--- src/rtl/smc_pkg.sv ---
// Shared types for the shared memory access controller.
// Assumes: one local master and one bus-side path per board.
package smc_pkg;

    typedef enum logic [2:0] {
        ST_IDLE,
        ST_INT_A,
        ST_INT_B,
        ST_EXT_A,
        ST_EXT_B,
        ST_COM_W,
        ST_COM_A,
        ST_COM_B
    } smc_state_e;

    typedef enum logic [1:0] {
        GR_NONE,
        GR_INT,
        GR_EXT,
        GR_COM
    } smc_grant_e;

    typedef struct packed {
        logic int_req;
        logic com_req;
        logic ext_req;
    } smc_req_t;

endpackage

--- src/rtl/smc_req_decode.sv ---
// Request decoder: turns the region-select bits of the local and bus
// addresses into internal, communication and external requests.
// Assumes: a read and a write are never requested together by one side.
module smc_req_decode
    import smc_pkg::*;
#(
    parameter int               SEL_W   = 4,
    parameter logic [SEL_W-1:0] OWN_SEL = 4'hA
) (
    input  logic             loc_rd,
    input  logic             loc_wr,
    input  logic [SEL_W-1:0] loc_sel,
    input  logic             bus_rd,
    input  logic             bus_wr,
    input  logic [SEL_W-1:0] bus_sel,
    output smc_req_t         req
);

    logic loc_hit;
    logic bus_hit;

    // Compare each side's region select against this board's region.
    always_comb begin
        loc_hit = (loc_sel == OWN_SEL);
        bus_hit = (bus_sel == OWN_SEL);
    end

    // Classify the active cycles into the three request kinds.
    always_comb begin
        req.int_req = (loc_rd | loc_wr) &  loc_hit;
        req.com_req = (loc_rd | loc_wr) & ~loc_hit;
        req.ext_req = (bus_rd | bus_wr) &  bus_hit;
    end

endmodule

--- src/rtl/smc_access_fsm.sv ---
// Access sequencer: grants one access at a time in fixed two-cycle slots,
// interleaves internal and external words, honours the local lock and
// waits for the bus grant before a communication slot.
// Assumes: each requester holds its request until its ready/acknowledge.
module smc_access_fsm
    import smc_pkg::*;
(
    input  logic       clk,
    input  logic       rst_n,
    input  smc_req_t   req,
    input  logic       loc_lock,
    input  logic       bus_granted,
    output smc_grant_e grant,
    output logic       phase_b,
    output logic       bus_req
);

    smc_state_e state;
    smc_state_e state_nx;
    logic       ext_ok;

    // An incoming request may be served only when the lock is released.
    always_comb ext_ok = req.ext_req & ~loc_lock;

    // Next-state selection; a slot just served is not reconsidered.
    always_comb begin
        state_nx = state;
        unique case (state)
            ST_IDLE: begin
                if (req.int_req)      state_nx = ST_INT_A;
                else if (ext_ok)      state_nx = ST_EXT_A;
                else if (req.com_req) state_nx = ST_COM_W;
            end
            ST_INT_A: state_nx = ST_INT_B;
            ST_INT_B: state_nx = ext_ok ? ST_EXT_A : ST_IDLE;
            ST_EXT_A: state_nx = ST_EXT_B;
            ST_EXT_B: begin
                if (req.int_req)      state_nx = ST_INT_A;
                else if (req.com_req) state_nx = ST_COM_W;
                else                  state_nx = ST_IDLE;
            end
            ST_COM_W: begin
                if (!req.com_req)     state_nx = ST_IDLE;
                else if (bus_granted) state_nx = ST_COM_A;
                else if (ext_ok)      state_nx = ST_EXT_A;
            end
            ST_COM_A: state_nx = ST_COM_B;
            ST_COM_B: state_nx = ext_ok ? ST_EXT_A : ST_IDLE;
            default:  state_nx = ST_IDLE;
        endcase
    end

    // State register with synchronous active-low reset.
    always_ff @(posedge clk) begin
        if (!rst_n) state <= ST_IDLE;
        else        state <= state_nx;
    end

    // Decode the current state into grant, slot phase and bus request.
    always_comb begin
        grant   = GR_NONE;
        phase_b = 1'b0;
        bus_req = 1'b0;
        unique case (state)
            ST_INT_A: grant = GR_INT;
            ST_INT_B: begin grant = GR_INT; phase_b = 1'b1; end
            ST_EXT_A: grant = GR_EXT;
            ST_EXT_B: begin grant = GR_EXT; phase_b = 1'b1; end
            ST_COM_W: bus_req = 1'b1;
            ST_COM_A: begin grant = GR_COM; bus_req = 1'b1; end
            ST_COM_B: begin grant = GR_COM; bus_req = 1'b1; phase_b = 1'b1; end
            default: ;
        endcase
    end

endmodule

--- src/rtl/smc_strobe_gen.sv ---
// Strobe generator: turns the active grant and slot phase into memory
// strobes, buffer enables, bus direction, handshake pulses and the
// address and write-data steering.
// Assumes: the granted side keeps address, data and direction stable.
module smc_strobe_gen
    import smc_pkg::*;
#(
    parameter int MAW = 12,
    parameter int DW  = 16
) (
    input  smc_grant_e     grant,
    input  logic           phase_b,
    input  logic           loc_wr,
    input  logic           bus_wr,
    input  logic [MAW-1:0] loc_word,
    input  logic [MAW-1:0] bus_word,
    input  logic [DW-1:0]  loc_wdata,
    input  logic [DW-1:0]  bus_wdata,
    output logic           gnt_int,
    output logic           gnt_ext,
    output logic           gnt_com,
    output logic           mem_cs,
    output logic           mem_oe,
    output logic           mem_we,
    output logic [MAW-1:0] mem_addr,
    output logic [DW-1:0]  mem_wdata,
    output logic           int_buf_en,
    output logic           ext_buf_en,
    output logic           com_drv_en,
    output logic           drv_dir,
    output logic           loc_rdy,
    output logic           bus_xack
);

    logic slot_wr;

    // Expand the grant code into individual grant lines.
    always_comb begin
        gnt_int = (grant == GR_INT);
        gnt_ext = (grant == GR_EXT);
        gnt_com = (grant == GR_COM);
    end

    // Pick the direction of the slot from the side that owns it.
    always_comb slot_wr = gnt_ext ? bus_wr : loc_wr;

    // Memory strobes: write enable only in the second cycle of a slot.
    always_comb begin
        mem_cs = gnt_int | gnt_ext;
        mem_oe = mem_cs & ~slot_wr;
        mem_we = mem_cs & slot_wr & phase_b;
    end

    // Steer address and write data from the side that owns the memory.
    always_comb begin
        mem_addr  = gnt_ext ? bus_word  : loc_word;
        mem_wdata = gnt_ext ? bus_wdata : loc_wdata;
    end

    // Buffer enables and bus data direction.
    always_comb begin
        int_buf_en = gnt_int;
        ext_buf_en = gnt_ext;
        com_drv_en = gnt_com;
        drv_dir    = (gnt_ext & ~bus_wr) | (gnt_com & loc_wr);
    end

    // Handshake pulses in the closing cycle of each slot.
    always_comb begin
        loc_rdy  = phase_b & (gnt_int | gnt_com);
        bus_xack = phase_b & gnt_ext;
    end

endmodule

--- src/rtl/shmem_access_ctrl.sv ---
// Top of the shared memory access controller: decoder, sequencer and
// strobe generator. Arbitration, memory array and remote boards are
// external; they are seen only through the ports.
// Assumes: synchronous active-low reset, single clock domain.
module shmem_access_ctrl
    import smc_pkg::*;
#(
    parameter int               AW      = 16,
    parameter int               DW      = 16,
    parameter int               SEL_W   = 4,
    parameter logic [SEL_W-1:0] OWN_SEL = 4'hA,
    localparam int              MAW     = AW - SEL_W
) (
    input  logic           clk,
    input  logic           rst_n,
    input  logic           loc_rd,
    input  logic           loc_wr,
    input  logic [AW-1:0]  loc_addr,
    input  logic [DW-1:0]  loc_wdata,
    input  logic           loc_lock,
    output logic           loc_rdy,
    input  logic           bus_rd,
    input  logic           bus_wr,
    input  logic [AW-1:0]  bus_addr,
    input  logic [DW-1:0]  bus_wdata,
    output logic           bus_xack,
    output logic           bus_req,
    input  logic           bus_granted,
    output logic           gnt_int,
    output logic           gnt_ext,
    output logic           gnt_com,
    output logic           mem_cs,
    output logic           mem_oe,
    output logic           mem_we,
    output logic [MAW-1:0] mem_addr,
    output logic [DW-1:0]  mem_wdata,
    output logic           int_buf_en,
    output logic           ext_buf_en,
    output logic           com_drv_en,
    output logic           drv_dir
);

    smc_req_t   req;
    smc_grant_e grant;
    logic       phase_b;

    smc_req_decode #(
        .SEL_W   (SEL_W),
        .OWN_SEL (OWN_SEL)
    ) u_decode (
        .loc_rd  (loc_rd),
        .loc_wr  (loc_wr),
        .loc_sel (loc_addr[AW-1:MAW]),
        .bus_rd  (bus_rd),
        .bus_wr  (bus_wr),
        .bus_sel (bus_addr[AW-1:MAW]),
        .req     (req)
    );

    smc_access_fsm u_fsm (
        .clk         (clk),
        .rst_n       (rst_n),
        .req         (req),
        .loc_lock    (loc_lock),
        .bus_granted (bus_granted),
        .grant       (grant),
        .phase_b     (phase_b),
        .bus_req     (bus_req)
    );

    smc_strobe_gen #(
        .MAW (MAW),
        .DW  (DW)
    ) u_strobe (
        .grant      (grant),
        .phase_b    (phase_b),
        .loc_wr     (loc_wr),
        .bus_wr     (bus_wr),
        .loc_word   (loc_addr[MAW-1:0]),
        .bus_word   (bus_addr[MAW-1:0]),
        .loc_wdata  (loc_wdata),
        .bus_wdata  (bus_wdata),
        .gnt_int    (gnt_int),
        .gnt_ext    (gnt_ext),
        .gnt_com    (gnt_com),
        .mem_cs     (mem_cs),
        .mem_oe     (mem_oe),
        .mem_we     (mem_we),
        .mem_addr   (mem_addr),
        .mem_wdata  (mem_wdata),
        .int_buf_en (int_buf_en),
        .ext_buf_en (ext_buf_en),
        .com_drv_en (com_drv_en),
        .drv_dir    (drv_dir),
        .loc_rdy    (loc_rdy),
        .bus_xack   (bus_xack)
    );

endmodule

--- config.mk ---
export PLATFORM = sky130hd
export DESIGN_NAME = shmem_access_ctrl
export DESIGN_NICKNAME = d
export VERILOG_FILES = /design/src/rtl/smc_pkg.sv /design/src/rtl/smc_req_decode.sv /design/src/rtl/smc_access_fsm.sv /design/src/rtl/smc_strobe_gen.sv /design/src/rtl/shmem_access_ctrl.sv
export SDC_FILE = /design/constraint.sdc
export NUM_CORES = 1
export LEC_CHECK = 0
export ABC_AREA = 1
export BUFFER_PORTS_ARGS = -buffer_cell sky130_fd_sc_hd__buf_2
export CORE_ASPECT_RATIO = 0.8
export CORE_MARGIN = 5
export CORE_UTILIZATION = 31
export DETAILED_ROUTE_END_ITERATION = 10
export HOLD_SLACK_MARGIN = 0.06
export PLACE_DENSITY = 0.89
export SKIP_LAST_GASP = 1
export SLEW_MARGIN = 20
export SYNTH_ARGS = -nofsm -noshare
export SYNTH_HDL_FRONTEND = slang
export SYNTH_HIERARCHICAL = 1
export SYNTH_SLANG_ARGS = --single-unit
--- constraint.sdc ---
create_clock -name clk -period 2.6 [get_ports clk]
set_clock_uncertainty 0.05 [all_clocks]
set_input_delay 0.39 -clock clk [delete_from_list [all_inputs] [get_ports clk]]
set_output_delay 0.39 -clock clk [all_outputs]
set_load 0.05 [all_outputs]
---- Yosys cells after proc, flatten, opt, wreduce, memory -nomap -nowiden ----
Cells that the tools add are included.
word-level totals
  logic and storage cells ................. 59
  bits in registers ....................... 3
  input bits .............................. 72
cells by class
  reduce and logical (&&, ||, !) cells .... 8
  bitwise logic cells ..................... 20
  muxes and demuxes ....................... 16
  eq/ne operators ......................... 14
operators by type and width
  cell                                                             count
  3-bit 2-to-1 mux                                                 8
  3-bit case mux with 7 select lines                               1
  16-bit 2-to-1 mux                                                1
  3-bit == test, second input constant                             4
  12-bit 2-to-1 mux                                                1
  1-bit AND                                                        11
  4-bit == test, second input constant                             2
  2-bit OR reduction                                               4
  3-bit by 2-bit == test with 1-bit output, second input constant  2
  2-bit case mux with 3 select lines                               1
  3-bit OR reduction                                               2
  1-bit bitwise OR                                                 5
  2-bit == test, second input constant                             2
  4-bit by 2-bit != test with 1-bit output, second input constant  1
  4-bit != test, second input constant                             1
  1-bit inverter                                                   4
  3-bit by 1-bit == test with 1-bit output, second input constant  1
  3-bit zero test                                                  1
  1-bit 2-to-1 mux                                                 3
  2-bit by 1-bit == test with 1-bit output, second input constant  1
  2-bit 2-to-1 mux                                                 1
  2-bit AND reduction                                              1

---- Logic depth before layout (Yosys ltp) ----
Gate-level depths: netlist (run 1).
  word-level depth ........................ 7
  mapped depth ............................ 11

---- Cells and area by module ----
The synthesis (run 1) kept the hierarchy.
by module, submodules not included
  module          instances  cells each  area each (µm²)  seq. area each (µm²)
  smc_strobe_gen  1          116         484.2            0.0
  smc_access_fsm  1          51          304.0            60.1
  smc_req_decode  1          14          58.8             0.0

---- Least setup slack after synthesis (run 1) ----
OpenSTA, ideal clock, no wires.
  path type ............................... register -> output
  start point ............................. register u_fsm.state[0]
  end point ............................... output port mem_we
  cell stages (with the launch flop) ...... 9
  data arrival time ....................... 2.365 ns
  data required time ...................... 2.160 ns
  setup slack ............................. -0.205 ns
  buffers on the path ..................... 1
  cells stage by stage .................... dfxtp_1 -> inv_2 -> o21ai_0 -> ha_1 -> inv_2 -> buf_2 -> nand2_1 -> nand2_1 -> nor2_1
on the way
  cells in the longest elaborated chain, start to end .. 7
  elaborated cells between the ends (all ways) .. 18
RTL lines
  item                                                         line                                        RTL
  start, declared                                              smc_access_fsm.sv:18                        smc_state_e state;
  start signal, assigned                                       smc_access_fsm.sv:56                        else state <= state_nx;
  3-bit == test (tied with other cells)                        smc_access_fsm.sv:64                        unique case (state)
  2-bit OR reduction (no line)                                 -
  2-bit case mux with 3 select lines *                         smc_access_fsm.sv:64
  net grant[1]                                                 shmem_access_ctrl.sv:44                     smc_grant_e grant;
  2-bit == test *                                              smc_strobe_gen.sv:40                        gnt_ext = (grant == GR_EXT);
  net ext_buf_en                                               shmem_access_ctrl.sv:38                     output logic ext_buf_en,
  1-bit bitwise OR / 1-bit 2-to-1 mux (equally long branches)  smc_strobe_gen.sv:49, smc_strobe_gen.sv:45
  1-bit AND * (2 in series)                                    smc_strobe_gen.sv:51                        mem_we = mem_cs & slot_wr & phase_b;
  end, declared                                                shmem_access_ctrl.sv:34                     output logic mem_we,
Mark *: on every way through the listed nets, which the timed path passes. The rest lies on a longest branch.

---- Worst setup path after layout (run 1) ----
  start point ............................. register u_fsm.state[1]
  end point ............................... output port mem_addr[1]
on the way
  cells in the longest elaborated chain, start to end .. 5
  elaborated cells between the ends (all ways) .. 12
RTL lines
  item                                   line                     RTL
  3-bit == test (tied with other cells)  smc_access_fsm.sv:64
  2-bit OR reduction (no line)           -
  2-bit case mux with 3 select lines *   smc_access_fsm.sv:64
  net grant[0]                           shmem_access_ctrl.sv:44
  2-bit == test *                        smc_strobe_gen.sv:40
  12-bit 2-to-1 mux *                    smc_strobe_gen.sv:56     mem_addr = gnt_ext ? bus_word : loc_word;
  end, declared                          shmem_access_ctrl.sv:35  output logic [MAW-1:0] mem_addr,
Marked as above.

==> flow_summary.yaml, run 1 <==
run_status:
  status: "finished clean"
setup_path:
  max_stage_delay_ps: 330
  required_ps: 2160
  cpMaxStageDelayCell: "dfxtp_2"
  crit_buf_inv: 4
  cp_cell_sequence: "inv_2 > nand2_2 > nor2_2 > a21oi_2 > inv_1 > ha_1 > buf_4 > nand2_1 > nand2_1 > buf_4"
  worstPathMaxFanout: 26
  startpoint_type: "flip-flop"
  path_class: "flip-flop to primary output"
  cp.arrival_ps: 2050
  crit_path_end_kind: "primary output"
  path_delay_family: "buffers and inverters"
clocking:
  clock-sinks: 3
  cts_tree: "done"
  clkLatencyLatePin_ps: 240
  clk_path_buf_depth: 2
  cts-root-buf: "clkbuf_4"
  postCtsSetupBuffers: 0
  clkTransAtPathRegs_ps: 40
  cts_hold_buffers: 0
  cts_made_buffers: 3
  h-tree-depth: 1
pwr:
  p_int_mw: 0.712
  pwr-share-seq: 0.039
  switchingPower_mw: 1.73
  power_mw: 2.44
  clockPowerShare: 0.035
  p_per_area_nw_per_um2: 1590
  switching_share: 0.708
  p_leak_nw: 1.03
  ir_drop_mv: 0.693
  pwr-share-comb: 0.926
global_route:
  use_met3: 0.0320
  antenna_found_initial: 0
  grt_pass1_wl_um: 5110
  grt_use_met1: 0.168
  busiest_layer: "met2"
  first_global_vias: 1214
  grt_use_met2: 0.320
  global_route.overflow_total: 0
  grt_max_degree: 27
  track_usage: 0.166
timing:
  post-route-period-util: 0.958
  finalMaxSlewViolations: 0
  setup_viol: 0
  fmax_ghz: 0.402
  hold_viol: 0
  min_period_ps: 2490
  worst_pin_slew_ps: 424
  slew_headroom: 0.717
  rsz0062_at_grt: "yes"
route:
  wl_per_cell_um: 11.2
  vias_per_cell: 4.37
  postRouteWirelength_um: 3690
  via_count: 1437
  drt_iter0_drc: 70
  firstDrtPassIters: 4
  ant_nets: 0
  drc: 0
cells_and_area:
  largest_reg_flops: 3
  top_register: "u_fsm/state"
  areaGrowthSynthToFinish_pct: 81.5
  fillers: 254
  reg.largest.list: "u_fsm/state (3)"
  nets: 367
  finish.utilization: 0.574
  final_area_um2: 1540
  antenna_cells: 0
  drive_gt1_frac: 0.471
logic_synthesis:
  yosys_warnings: 6
  netlist_top_cells_area: "nand2_1, dfxtp_1, inv_1"
  postSynthCellCount: 181
  ys_seq_area_frac: 0.0709
  syn_nets: 256
  netlist.area_leader.share: 0.474
  ys_ff_latch: 3
  synth.largest_area_cell: "nand2_1"
  synthDistinctLibCells: 21
  avgSynthCellArea_um2: 4.68
  synthesis.area_um2: 847
floorplan:
  dieWidth_um: 68.4
  rows: 17
  die_h_um: 56.8
  coreArea_um2: 2680
  start_util: 0.316
  io-pin-count: 113
  die-area_um2: 3880
placement:
  port_buffers: 112
  place_congestion: 0.858
  dp_hpwl_um: 2960
  place_area_um2: 1440
hold_path:
  hp-class: "input pin to flip-flop"
flow_run:
  max-cap-violations: 0
## synth_stat cells
library cell and count:
nand2_1 107, inv_1 14, nor2_1 14, buf_2 6, a21oi_1 4, nand3_1 4
buf_4 3, dfxtp_1 3, ha_1 3, inv_2 3, nand2_2 3, nand3_2 3
nor2_2 3, o21ai_0 3, nand4_1 2, a31oi_1 1, inv_4 1, nor2_4 1
nor3_1 1, o21a_1 1, o21bai_1 1
## worst paths after layout
kind,startpoint,to,slack [ps],depth (start not counted)
worst min-delay path,rst_n,u_fsm/state[1]$_SDFFE_PN0P_,330,3
worst max register to register,u_fsm/state[1]$_SDFFE_PN0P_,u_fsm/state[1]$_SDFFE_PN0P_,1410,7
worst max-delay path,u_fsm/state[1]$_SDFFE_PN0P_,mem_addr[1],110,10
worst min register to register,u_fsm/state[1]$_SDFFE_PN0P_,u_fsm/state[0]$_SDFFE_PN0P_,590,3
## worst register-to-register path: stages, from the launching register on
cell     delay (ps)
dfxtp_2         330
inv_2           100
nand2_2          80
nor2_2          210
nand2_1          80
nand3_1         100
nand3_1          70
nor2_1          100
## per-stage QoR
step | setup slack, ps | hold slack [ps] | cells | setup TNS, ps
2_1_floorplan | 16.5 | 452 | 181 | 0
3_3_place_gp | 307 | 579 | 325 | 0
3_5_place_dp | 199 | 582 | 325 | 0
4_1_cts | 0.365 | 328 | 329 | 0
5_1_grt | -22.8 | 335 | 329 | -35.5
6_report | 110 | 328 | 329 | 0
## cell usage in the layout (no fill, tap or decap), types with 2 or more instances in the layout
master / Yosys / layout
nand2_1: 107 / 107
buf_2: 6 / 88
buf_4: 3 / 24
inv_1: 14 / 14
nor2_1: 14 / 12
clkbuf_4: 0 / 5
nor2_2: 3 / 5
nand3_1: 4 / 4
a21oi_1: 4 / 3
nand2_2: 3 / 3
nand3_2: 3 / 3
ha_1: 3 / 3
inv_2: 3 / 2
inv_4: 1 / 2
o21ai_0: 3 / 2
nand4_1: 2 / 2
dfxtp_2: 0 / 2
## kinds of logic (layout without fill, tap and decap cells)
logic type,Yosys count,after routing,synth area share
buffers and inverters,27,137,0.145
AO/OA/AOI/OAI,10,10,0.0665
AND/OR/NAND/NOR,138,138,0.674
flip-flops,3,3,0.0709
adder cells (fa/ha/maj),3,3,0.0443
## power groups by stage
stage	sequential, mW	combinational (mW)	clock [mW]
2_1_floorplan	0.0887	1.71	0
3_3_place_gp	0.0911	2.12	0
3_5_place_dp	0.0928	2.14	0
4_1_cts	0.0917	2.23	0.0883
5_1_grt	0.0980	2.39	0.0956
6_report	0.0948	2.26	0.0852
## routing by layer
layer / share of wire / vias to the layer above
li1: - / 764
met3: 0.13 / 4
met2: 0.49 / 74
met5: 0 / -
met4: 0.010 / 0
met1: 0.36 / 595
## final cells by class
type	count	area, µm²	area share
Sequential cell	3	62.6	0.0407
Clock buffer	4	26.3	0.0171
Multi-Input combinational cell	151	673	0.438
Tap cell	38	47.5	0.0309
Timing Repair Buffer	115	656	0.426
Inverter	18	72.6	0.0472
## timing repair
| action | CTS | global route |
|---|---|---|
| setup endpoints to repair | 22 | 32 |
| gates cloned | 0 | 0 |
| gates resized for setup | 22 | 7 |
| pin swaps | 0 | 0 |
(Power assumes the default switching activity.)
==> run 2, diff against run 1 <==
==> constraint.sdc (replaced) <==
create_clock -name clk -period 2.8 [get_ports clk]
set_clock_uncertainty 0.05 [all_clocks]
set_input_delay 0.42 -clock clk [delete_from_list [all_inputs] [get_ports clk]]
set_output_delay 0.42 -clock clk [all_outputs]
set_load 0.05 [all_outputs]
==> run 2 against run 1 <==
Net effect:
- final cell count shrank 0.61%
- sequential cell count is the same
- core utilization shrank 3.2 points
- worst setup slack gained 92 ps
- largest power group unchanged
- sequential power shrank 9.6%
- sequential share of layout area grew 0.066 points
- critical path depth shrank 3
- first-iteration DRC count grew 2.9%
- combinational power shrank 14%
- clock power shrank 8.9%
- largest cell class unchanged
==> flow_summary.yaml, run 2 (synthesized netlist as in run 1, its figures left out) <==
setup_path:
  path_common_cell: "nand2_1"
  max_stage_delay_ps: 470
  path_class: "flip-flop to primary output"
  worstPathMaxFanout: 30
  r2r_end: "u_fsm/state[2]$_SDFFE_PN0P_"
  reg2reg_depth: 7
  required_ps: 2330
  startpoint_type: "flip-flop"
  r2r_slack_ps: 1620
  crit_path_end_kind: "primary output"
  path_delay_family: "buffers and inverters"
  cp_cell_sequence: "inv_2 > o21ai_0 > ha_2 > buf_6 > nand2_1 > nand2_1 > buf_2"
  cpMaxStageDelayCell: "dfxtp_1"
  cp.arrival_ps: 2130
  r2r-start: "u_fsm/state[0]$_SDFFE_PN0P_"
  crit_buf_inv: 3
floorplan:
  die_h_um: 56.8
  io-pin-count: 113
  rows: 17
  dieWidth_um: 68.4
  coreArea_um2: 2680
  die-area_um2: 3880
  start_util: 0.316
placement:
  place_congestion: 0.837
  port_buffers: 112
  dp_hpwl_um: 2940
cells_and_area:
  reg.largest.list: "u_fsm/state (3)"
  mostFrequentLayoutCell: "buf_2"
  largest_reg_flops: 3
  fillers: 297
  nets: 365
  top_register: "u_fsm/state"
  regArea_um2: 60.1
  multi_input_area_um2: 672
  final_cell_mix: "buf_2, nand2_1, inv_1, nor2_1, nor2_2"
  antenna_cells: 0
  drive_gt1_frac: 0.460
  areaGrowthSynthToFinish_pct: 71.5
  finish.utilization: 0.542
flow_run:
  max-cap-violations: 0
timing:
  hold_viol: 0
  finalMaxSlewViolations: 0
  slew_headroom: 0.706
  setup_viol: 0
  post-route-period-util: 0.928
  min_period_ps: 2600
  fmax_ghz: 0.385
  worst_pin_slew_ps: 441
  setup-tns-final_ps: 0
  rsz0062_at_grt: "no"
global_route:
  grt_max_degree: 31
  track_usage: 0.154
  global_route.overflow_total: 0
  antenna_found_initial: 0
  grt_pass1_wl_um: 4800
  first_global_vias: 1092
clocking:
  cts_made_buffers: 3
  clkLatencyLatePin_ps: 240
  cts_tree: "done"
  h-tree-depth: 1
  cts_hold_buffers: 0
  clock-sinks: 3
  cts-root-buf: "clkbuf_4"
  clkTransAtPathRegs_ps: 40
  clk_path_buf_depth: 2
hold_path:
  hp-class: "input pin to flip-flop"
  min_from: "rst_n"
  hold_depth: 3
  holdPathEnd: "u_fsm/state[1]$_SDFFE_PN0P_"
route:
  via_count: 1404
  wl_per_cell_um: 10.5
  firstDrtPassIters: 4
  ant_nets: 0
  drc: 0
  vias_per_cell: 4.29
  drt_iter0_drc: 72
  postRouteWirelength_um: 3420
pwr:
  ir_drop_mv: 0.624
  p_leak_nw: 0.993
  p_per_area_nw_per_um2: 1460
run_status:
  status: "finished clean"
[run 2: metal layers]
metal  up-vias  wire (µm)  global-route usage
met5         -          0                   0
met4         0          0              0.0340
met3         0        462              0.0340
met2        71       1650               0.283
met1       572       1310               0.174
li1        761          -                   -
[run 2: worst max path at each step]
stage	start	end	slack [ps]	cells after the start
after detailed placement	u_fsm/state[1]$_SDFFE_PN0P_	mem_wdata[10]	320	10
after CTS	u_fsm/state[1]$_SDFFE_PN0P_	mem_wdata[10]	70	10
final	u_fsm/state[0]$_SDFFE_PN0P_	mem_wdata[12]	200	7
after global placement	u_fsm/state[1]$_SDFFE_PN0P_	mem_addr[7]	370	10
after floorplan	u_fsm/state[0]$_SDFFE_PN0P_	mem_we	190	8
after global routing	u_fsm/state[0]$_SDFFE_PN0P_	mem_wdata[8]	40	7
[run 2: area by class of cell]
class,count,share of cell area
multi-input cells,151,0.463
repair buffers,113,0.394
clock buffers,4,0.0181
flip-flops and latches,3,0.0413
inverters,18,0.0517
well taps,38,0.0327
[run 2: tightest hold or removal path, delay by kind of cell]
kind	cells	cell delay [ps]
buffers and inverters	2	150
and+or+nand+nor	1	40
[run 2: through the flow]
stage          instance area [µm²]  setup slack, ps  instances  hold slack, ps  power [mW]
2_1_floorplan                  852              187        181             482        1.67
3_3_place_gp                  1420              367        323             608        2.02
3_5_place_dp                  1420              320        323             609        2.02
4_1_cts                       1440             70.3        327             364        2.11
5_1_grt                       1450             35.4        327             368        2.25
6_report                      1450              203        327             366        2.12
[run 2: report_power, final]
| part | switching, mW | internal [mW] | total [mW] |
|---|---|---|---|
| sequential | 0.0259 | 0.0598 | 0.0857 |
| clock | 0.0241 | 0.0535 | 0.0776 |
| combinational | 1.52 | 0.430 | 1.95 |
[run 2: what timing repair did]
action | 4_1_cts | 5_1_grt
buffers inserted | 0 | 0
endpoints found under the setup margin | 0 | 30
resized for setup | 0 | 5
==> run 3, diff against run 2 <==
--- a/config.mk
+++ b/config.mk
@@ -6,13 +6,14 @@
 export NUM_CORES = 1
 export LEC_CHECK = 0
 export ABC_AREA = 1
-export BUFFER_PORTS_ARGS = -buffer_cell sky130_fd_sc_hd__buf_2
+export CAP_MARGIN = 25
 export CORE_ASPECT_RATIO = 0.8
 export CORE_MARGIN = 5
-export CORE_UTILIZATION = 31
+export CORE_UTILIZATION = 40
 export DETAILED_ROUTE_END_ITERATION = 10
+export DONT_BUFFER_PORTS = 1
 export HOLD_SLACK_MARGIN = 0.06
-export PLACE_DENSITY = 0.89
+export PLACE_DENSITY = 0.63
 export SKIP_LAST_GASP = 1
 export SLEW_MARGIN = 20
 export SYNTH_ARGS = -nofsm -noshare
==> run 3 against run 2 <==
Net effect:
- first-iteration DRC count rose by 1.4%
- sequential cell count is the same
- worst setup slack worse by 38 ps
- non-clock buffer count shrank 73
- sequential share of layout area fell by 0.30 points
- total power up 35%
- sequential power increased by 2%
- clock power down 2%
- die area is 19% lower
- global-route usage is 5.4 points higher
- fmax down 1.4%
- largest power group unchanged
==> flow_summary.yaml, run 3 (synthesized netlist as in run 1, its figures left out) <==
pwr:
  p_int_mw: 1.15
  power_mw: 2.86
  ir_drop_mv: 1.38
  clockPowerShare: 0.027
  pwr-share-comb: 0.943
  p_per_area_nw_per_um2: 1820
  pwr-share-seq: 0.031
  switching_share: 0.599
  switchingPower_mw: 1.71
  p_leak_nw: 0.866
cells_and_area:
  areaGrowthSynthToFinish_pct: 85.1
  largest_reg_flops: 3
  nets: 292
  reg.largest.list: "u_fsm/state (3)"
  top_register: "u_fsm/state"
  mostFrequentLayoutCell: "nand2_1"
  drive_gt1_frac: 0.278
  stdcell_count: 240
  antenna_cells: 0
  final_cell_mix: "nand2_1, buf_12, inv_1, nor2_1, buf_4"
clocking:
  cts-root-buf: "clkbuf_4"
  cts_made_buffers: 3
  clock-sinks: 3
  h-tree-depth: 1
  clk_path_buf_depth: 2
  cts_tree: "done"
  cts_hold_buffers: 0
  clkTransAtPathRegs_ps: 40
  clkLatencyLatePin_ps: 230
setup_path:
  cp.arrival_ps: 2170
  startpoint: "u_fsm/state[1]$_SDFFE_PN0P_"
  crit_path_end_kind: "primary output"
  required_ps: 2330
  path_class: "flip-flop to primary output"
  worstPathMaxFanout: 24
  startpoint_type: "flip-flop"
  r2r-start: "u_fsm/state[1]$_SDFFE_PN0P_"
global_route:
  track_usage: 0.207
  global_route.overflow_total: 0
  grt_pass1_wl_um: 5130
  first_global_vias: 1129
  antenna_found_initial: 0
  grt_max_degree: 31
floorplan:
  coreArea_um2: 1940
  start_util: 0.436
  rows: 14
  die_h_um: 51.2
  die-area_um2: 3140
  io-pin-count: 113
  dieWidth_um: 61.5
timing:
  fmax_ghz: 0.379
  finalMaxSlewViolations: 0
  fin_ws_ps: 164
  worst_pin_slew_ps: 439
  hold_viol: 0
  setup-tns-final_ps: 0
  setup_viol: 0
  rsz0062_at_grt: "no"
  min_period_ps: 2640
  post-route-period-util: 0.941
  slew_headroom: 0.707
placement:
  place_congestion: 0.835
  dp_cells: 235
  port_buffers: 0
  pre_cts_ws_ps: 238
  dp_hpwl_um: 3180
hold_path:
  hp-class: "input pin to flip-flop"
  min_from: "rst_n"
route:
  wl_per_cell_um: 15.5
  vias_per_cell: 5.13
  ant_nets: 0
  drt_iter0_drc: 73
  postRouteWirelength_um: 3720
  firstDrtPassIters: 4
  via_count: 1230
  drc: 0
flow_run:
  max-cap-violations: 0
run_status:
  status: "finished clean"
## run 3: metal layers
layer / wire [µm] / track usage
met3: 422 / 0.0126
met5: 0 / 0
met1: 1240 / 0.218
met4: 7 / 0.0389
met2: 2050 / 0.435
## run 3: worst paths after layout
check	to	slack, ps	cells past startpoint
max	mem_addr[5]	160	10
min	u_fsm/state[1]$_SDFFE_PN0P_	260	2
max reg2reg	u_fsm/state[1]$_SDFFE_PN0P_	1600	6
min reg2reg	u_fsm/state[0]$_SDFFE_PN0P_	660	3
## run 3: power by group through the flow
stage	combinational [mW]	sequential, mW	clock [mW]
4_1_cts	2.68	0.0860	0.0792
3_5_place_dp	2.67	0.0868	0
3_3_place_gp	2.62	0.0846	0
2_1_floorplan	1.58	0.0824	0
5_1_grt	2.80	0.0890	0.0812
6_report	2.70	0.0875	0.0760
## run 3: repair_timing
action,in CTS,in global routing
pin swaps,0,1
setup endpoints to repair,4,28
setup buffers,0,1
gates resized for setup,1,2
## run 3: worst max-delay path, stage by stage, from the launching register on
cell and delay, ps:
dfxtp_1 410, inv_2 90, a21oi_1 200, inv_1 70, a21oi_1 250, inv_1 90
ha_2 250, buf_6 220, nand2_1 110, nand2_1 90, buf_12 160
## run 3: area by class of cell
class	instances	area (µm²)
Clock buffer	4	26.3
Fill cell	139	377
Multi-Input combinational cell	151	672
Sequential cell	3	60.1
Inverter	18	75.1
Timing Repair Buffer	40	704
Tap cell	24	30.0
## run 3: metrics by stage
step / hold WS [ps] / util / area, µm²
global route: 257 / 0.806 / 1570
global placement: 491 / 0.784 / 1530
detailed placement: 491 / 0.784 / 1530
CTS: 247 / 0.799 / 1550
floorplan: 482 / - / 852
finish: 257 / 0.806 / 1570
